File: src/rtl/ofs_pkg.sv
package ofs_pkg;

   typedef enum logic [1:0] {
      Q_POS_SIN = 2'd0,
      Q_POS_COS = 2'd1,
      Q_NEG_SIN = 2'd2,
      Q_NEG_COS = 2'd3
   } quad_e;

   function automatic quad_e pick_quad(input logic neg, input logic cosine);
      return quad_e'({neg, cosine});
   endfunction

   localparam real TWO_PI = 6.28318530717958647692;

   function automatic int round_away(input real v);
      if (v >= 0.0) return $rtoi(v + 0.5);
      else          return -$rtoi(0.5 - v);
   endfunction

endpackage

File: src/rtl/ofs_index_gen.sv
module ofs_index_gen
   import ofs_pkg::*;
#(
   parameter int TBL_LEN = 256,
   parameter int IDX_W   = $clog2(TBL_LEN)
) (
   input  logic             clk,
   input  logic             rst_n,
   input  logic             load_i,
   input  quad_e            quad_i,
   input  logic [IDX_W-1:0] stride_i,
   output logic [IDX_W-1:0] idx_o
);

   localparam int QTR = TBL_LEN / 4;

   logic [IDX_W-1:0] idx_q;
   logic [IDX_W-1:0] stride_q;
   logic [IDX_W-1:0] base;
   logic [IDX_W:0]   sum;
   logic [IDX_W-1:0] idx_next;

   always_comb begin
      base = IDX_W'(QTR * int'(quad_i));
      sum  = {1'b0, idx_q} + {1'b0, stride_q};
      if (sum >= (IDX_W+1)'(TBL_LEN)) idx_next = IDX_W'(sum - (IDX_W+1)'(TBL_LEN));
      else                            idx_next = sum[IDX_W-1:0];
   end

   always_ff @(posedge clk or negedge rst_n) begin
      if (!rst_n) begin
         idx_q    <= '0;
         stride_q <= '0;
      end else if (load_i) begin
         idx_q    <= base;
         stride_q <= stride_i;
      end else begin
         idx_q    <= idx_next;
      end
   end

   assign idx_o = idx_q;

   // the pointer never leaves the single period
   assert_index_in_range_R4 : assert property (@(posedge clk) disable iff (!rst_n)
      int'(idx_q) < TBL_LEN);

   // a load always lands on a quarter-period boundary
   assert_load_on_quarter_R2 : assert property (@(posedge clk) disable iff (!rst_n)
      load_i |=> (int'(idx_q) % QTR) == 0);

   // a zero stride freezes the pointer between loads
   assert_zero_stride_hold_R5 : assert property (@(posedge clk) disable iff (!rst_n)
      (!load_i && stride_q == '0) |=> $stable(idx_q));

   // the captured stride only moves on a load
   assert_stride_kept_R8 : assert property (@(posedge clk) disable iff (!rst_n)
      !load_i |=> $stable(stride_q));

endmodule

File: src/rtl/ofs_sine_rom.sv
module ofs_sine_rom
   import ofs_pkg::*;
#(
   parameter int TBL_LEN   = 256,
   parameter int SAMP_W    = 8,
   parameter int NUM_BANKS = 2,
   parameter int IDX_W     = $clog2(TBL_LEN),
   parameter int BANK_W    = (NUM_BANKS > 1) ? $clog2(NUM_BANKS) : 1
) (
   input  logic [IDX_W-1:0]         idx_i,
   input  logic [BANK_W-1:0]        bank_i,
   output logic signed [SAMP_W-1:0] sample_o
);

   localparam int AMP = (2**(SAMP_W-1) - 1) / (2*NUM_BANKS - 1);

   function automatic int entry(input int b, input int i);
      real ang;
      ang = TWO_PI * real'(i) / real'(TBL_LEN);
      return round_away(real'(AMP * (2*b + 1)) * $sin(ang));
   endfunction

   logic signed [SAMP_W-1:0] rom [NUM_BANKS][TBL_LEN];

   for (genvar b = 0; b < NUM_BANKS; b++) begin : g_bank
      for (genvar i = 0; i < TBL_LEN; i++) begin : g_ent
         localparam logic signed [SAMP_W-1:0] VAL = SAMP_W'(entry(b, i));
         assign rom[b][i] = VAL;
      end
   end

   assign sample_o = rom[bank_i][idx_i];

endmodule

File: src/rtl/ofs_fetch_unit.sv
module ofs_fetch_unit
   import ofs_pkg::*;
#(
   parameter int TBL_LEN   = 256,
   parameter int SAMP_W    = 8,
   parameter int NUM_BANKS = 2,
   parameter int MAG_W     = 2,
   parameter bit OUT_REG   = 1'b0,
   parameter int IDX_W     = $clog2(TBL_LEN)
) (
   input  logic                     clk,
   input  logic                     rst_n,
   input  logic                     load_i,
   input  logic [IDX_W-1:0]         stride_i,
   input  logic                     neg_i,
   input  logic                     cos_i,
   input  logic [MAG_W-1:0]         mag_i,
   output logic signed [SAMP_W-1:0] sample_o,
   output logic [IDX_W-1:0]         index_o
);

   localparam int BANK_W = (NUM_BANKS > 1) ? $clog2(NUM_BANKS) : 1;

   if (TBL_LEN % 4 != 0 || TBL_LEN < 8) begin : g_bad_len
      $error("TBL_LEN must be a multiple of 4 and at least 8");
   end
   if (NUM_BANKS < 1 || NUM_BANKS > 2**MAG_W || MAG_W < BANK_W) begin : g_bad_banks
      $error("NUM_BANKS must fit the magnitude code width");
   end
   if ((2**(SAMP_W-1) - 1) / (2*NUM_BANKS - 1) < 1) begin : g_bad_width
      $error("SAMP_W too small for the largest bank");
   end

   logic [IDX_W-1:0]         idx;
   logic [BANK_W-1:0]        bank_q;
   logic signed [SAMP_W-1:0] rom_sample;

   always_ff @(posedge clk or negedge rst_n) begin
      if (!rst_n)      bank_q <= '0;
      else if (load_i) bank_q <= mag_i[BANK_W-1:0];
   end

   ofs_index_gen #(.TBL_LEN(TBL_LEN), .IDX_W(IDX_W)) u_index (
      .clk      (clk),
      .rst_n    (rst_n),
      .load_i   (load_i),
      .quad_i   (pick_quad(neg_i, cos_i)),
      .stride_i (stride_i),
      .idx_o    (idx)
   );

   ofs_sine_rom #(
      .TBL_LEN(TBL_LEN), .SAMP_W(SAMP_W), .NUM_BANKS(NUM_BANKS),
      .IDX_W(IDX_W), .BANK_W(BANK_W)
   ) u_rom (
      .idx_i    (idx),
      .bank_i   (bank_q),
      .sample_o (rom_sample)
   );

   if (OUT_REG) begin : g_out_reg
      logic signed [SAMP_W-1:0] sample_q;
      always_ff @(posedge clk or negedge rst_n) begin
         if (!rst_n) sample_q <= '0;
         else        sample_q <= rom_sample;
      end
      assign sample_o = sample_q;
   end else begin : g_out_comb
      assign sample_o = rom_sample;
   end

   assign index_o = idx;

   // only legal magnitude codes are captured
   assert_mag_legal_R6 : assert property (@(posedge clk) disable iff (!rst_n)
      load_i |-> int'(mag_i) < NUM_BANKS);

   // sine zero crossings read zero from every bank
   assert_zero_cross_R6 : assert property (@(posedge clk) disable iff (!rst_n)
      (int'(idx) == 0 || int'(idx) == TBL_LEN/2) |-> rom_sample == '0);

endmodule

File: config.mk
export PLATFORM = sky130hd
export DESIGN_NAME = ofs_fetch_unit
export DESIGN_NICKNAME = d
export VERILOG_FILES = /design/src/rtl/ofs_pkg.sv /design/src/rtl/ofs_index_gen.sv /design/src/rtl/ofs_sine_rom.sv /design/src/rtl/ofs_fetch_unit.sv
export SDC_FILE = /design/constraint.sdc
export NUM_CORES = 1
export LEC_CHECK = 0
export BUFFER_PORTS_ARGS = -buffer_cell sky130_fd_sc_hd__buf_2
export CAP_MARGIN = 0
export CORE_MARGIN = 8
export CORE_UTILIZATION = 50
export DETAILED_ROUTE_END_ITERATION = 16
export PLACE_DENSITY = 0.7
export SLEW_MARGIN = 20
export SYNTH_ARGS = -nofsm -noshare
export SYNTH_HDL_FRONTEND = slang
export SYNTH_SLANG_ARGS = --single-unit
File: constraint.sdc
create_clock -name clk -period 4.2 [get_ports clk]
set_clock_uncertainty 0.2 [all_clocks]
set_input_delay 0.84 -clock clk [delete_from_list [all_inputs] [get_ports clk]]
set_output_delay 0.84 -clock clk [all_outputs]
set_load 0.02 [all_outputs]
==> results.yml <==
run_status:
  status: "completed"
synthesis:
  synth_area_mm2: 0.00402
  synth-main-ff-cell: "dfrtp_1"
  synth_seq_cells: 17
  yosys.area.top_type: "dfrtp_1"
  ys_seq_area_share_pct: 10.6
  synth_nets: 599
  yosys_warnings: 0
  syn_inst: 553
  synth-edff-count: 0
  async_reset_ff_share_pct: 100
  synth.top_cell.area_share_pct: 10.6
  ys_top_cells_by_area: "dfrtp_1 (11%), ha_1 (9.3%), a21oi_1 (5.7%)"
  synth.avg_cell_area_um2: 7.27
  synth.distinct_cells: 82
clock_tree:
  cts_tree: "done"
  post_cts_buffers: 0
  ctsHtreeMaxLevel: 1
  clock_sinks: 17
  cts_buffer_depth: 2
  clkTransAtPathRegs_ns: 0.07
  clockRootBuffer: "clkbuf_8"
  numCtsBuffers: 3
  clkLatencyLatePin_ns: 0.26
routing:
  drc: 0
  highest_layer: "met4"
  wl_met2_um: 6570
  wl_met3_um: 2020
  antenna_left: 0
  dr.pass1.iters: 6
  drt-total-wl_um: 15000
  dr_total_vias: 4730
  wl_per_cell_um: 22.8
  viasPerCell: 7.19
  drt_iter0_markers: 770
  m1WireLength_um: 5720
placed_design:
  pre_cts_slack_ns: 0.492
  post_dp_cell_area_mm2: 0.00418
  hpwl_um: 10600
  io_buffers: 29
  gp_congestion: 1.04
timing:
  worstMarginPinSlew_ns: 0.801
  tns_ns: 0
  hold_viol: 0
  min_period_over_period_pct: 95.5
  slew_headroom_pct: 46.6
  max_clock_freq_ghz: 0.249
  rsz0062_at_grt: "false"
  min_period_ns: 4.01
  fin_hold_ws_ns: 0.286
  setup_viol: 0
  final_max_slew_viol_count: 0
  setup_ws_ns: 0.188
cells_and_area:
  n_antenna_cell: 0
  nets: 603
  fill_cells: 770
  area_growth_pct: 5.11
  layout-drive-gt1-share_pct: 16.9
  final_area_mm2: 0.00422
worst_setup_path:
  critPathCaptureType: "output pin"
  path_max_fanout: 8
  required_ns: 3.16
  cp-start-kind: "register"
  critPathKind: "reg -> out"
  cp.arrival_ns: 2.97
worst_hold_path:
  hp-class: "in -> async"
power_and_ir_drop:
  ir_drop_v: 0.000380
  powerDensity_mw_per_mm2: 625
  p_total_mw: 2.64
  cellLeakagePower_nw: 1.66
global_route:
  grt_max_degree: 81
  grt_first_pass_wirelength_um: 24200
  track_usage_pct: 26.3
  grt_pass1_vias: 4508
  gr-total-overflow: 0
  grt_antenna_before_repair: 0
floorplanning:
  core_area_mm2: 0.00777
  placementRows: 32
  ios: 31
  initial_utilization_pct: 51.7
  die_x_um: 106
  fp.dieH_um: 106
  dieArea_mm2: 0.0112
flow_run:
  cap_violations: 0
## worst max-delay path, stage by stage, from the launching register on
cell and delay [ns]:
dfrtp_1 0.40, inv_1 0.27, ha_1 0.47, buf_4 0.24, nand2_2 0.09, a21oi_1 0.40
o21ai_0 0.18, a21oi_1 0.17, o22ai_1 0.09, o21ai_1 0.19, buf_2 0.20
## report_power, final
group | internal [mW] | switching (mW)
clock network | 0.0660 | 0.0582
logic | 0.827 | 1.32
registers | 0.198 | 0.175
## layer usage
metal	global-route usage, %	up-vias
met4	15.0	0
met5	0	-
li1	-	2095
met1	34.6	2154
met3	4.57	85
met2	39.5	396
## cell families after synthesis
logic type      count (synthesis)  synth area share, %
simple gates                  198                 26.1
xor+xnor                        4                0.872
buf+inv                        68                 9.12
mux                            22                 7.13
flops                          17                 10.6
fa+ha+maj                      31                 9.84
compound gates                213                 36.4
## cell usage after synthesis (all sizes together), types with 9 or more instances
cell    instances
a21oi          46
o21ai          44
nand2          41
buf            39
nor2           38
ha             30
nand2b         23
nor3           22
nor2b          21
nand3          18
dfrtp          17
a211oi         16
clkbuf         15
inv            14
o211ai         13
mux2           10
o311ai          9
## timing repair
action,CTS,global route
hold buffers,0,0
gates resized for setup,0,1
endpoints found under the setup margin,0,1
## cell usage in the layout (no fill, tap or decap), types with 8 or more instances in the layout
master,instances
inv_1,11
mux2_2,9
o21ai_0,42
o211ai_1,13
o31ai_1,8
nor2_1,38
buf_2,29
dfrtp_1,13
nand2b_1,22
a21oi_1,46
nand3_1,18
a211oi_1,16
ha_1,29
buf_4,23
nand2_1,38
mux2i_1,8
nor3_1,22
nor2b_1,21
## path summary, 6_finish.rpt
kind,startpoint,end,slack (ns),cells past startpoint
worst min-delay path,rst_n,u_index.stride_q[4],0.29,1
worst max register to register,u_index.idx_o[1],u_index.idx_o[7],1.50,8
worst min register to register,u_index.stride_q[4],u_index.stride_q[4],0.32,1
worst max-delay path,u_index.idx_o[0],sample_o[4],0.19,10
min in group clk,u_index.stride_q[4],u_index.stride_q[4],0.32,1
max in group asynchronous,rst_n,u_index.idx_o[1],3.22,1
## sequential cells by signal (all words and copies together) (netlist names)
name and flops:
bank_q 1, u_index.idx_o 8, u_index.stride_q 8
## area by class of cell
| type | count | area, µm² | area share, % |
|---|---|---|---|
| clock buffer | 3 | 41.3 | 0.977 |
| multi-input combinational | 468 | 3230 | 76.5 |
| clock inverter | 1 | 5.00 | 0.118 |
| sequential | 17 | 430 | 10.2 |
| timing repair buffer | 53 | 338 | 8.00 |
| tap | 102 | 128 | 3.02 |
| inverter | 14 | 52.6 | 1.24 |
## metrics by stage
stage,utilization [%],cells
final,54.4,658
after CTS,54.3,658
after global placement,53.8,654
after floorplan,-,553
after global routing,54.4,658
after detailed placement,53.8,654
Note: power is estimated with default switching activity, not from simulation.
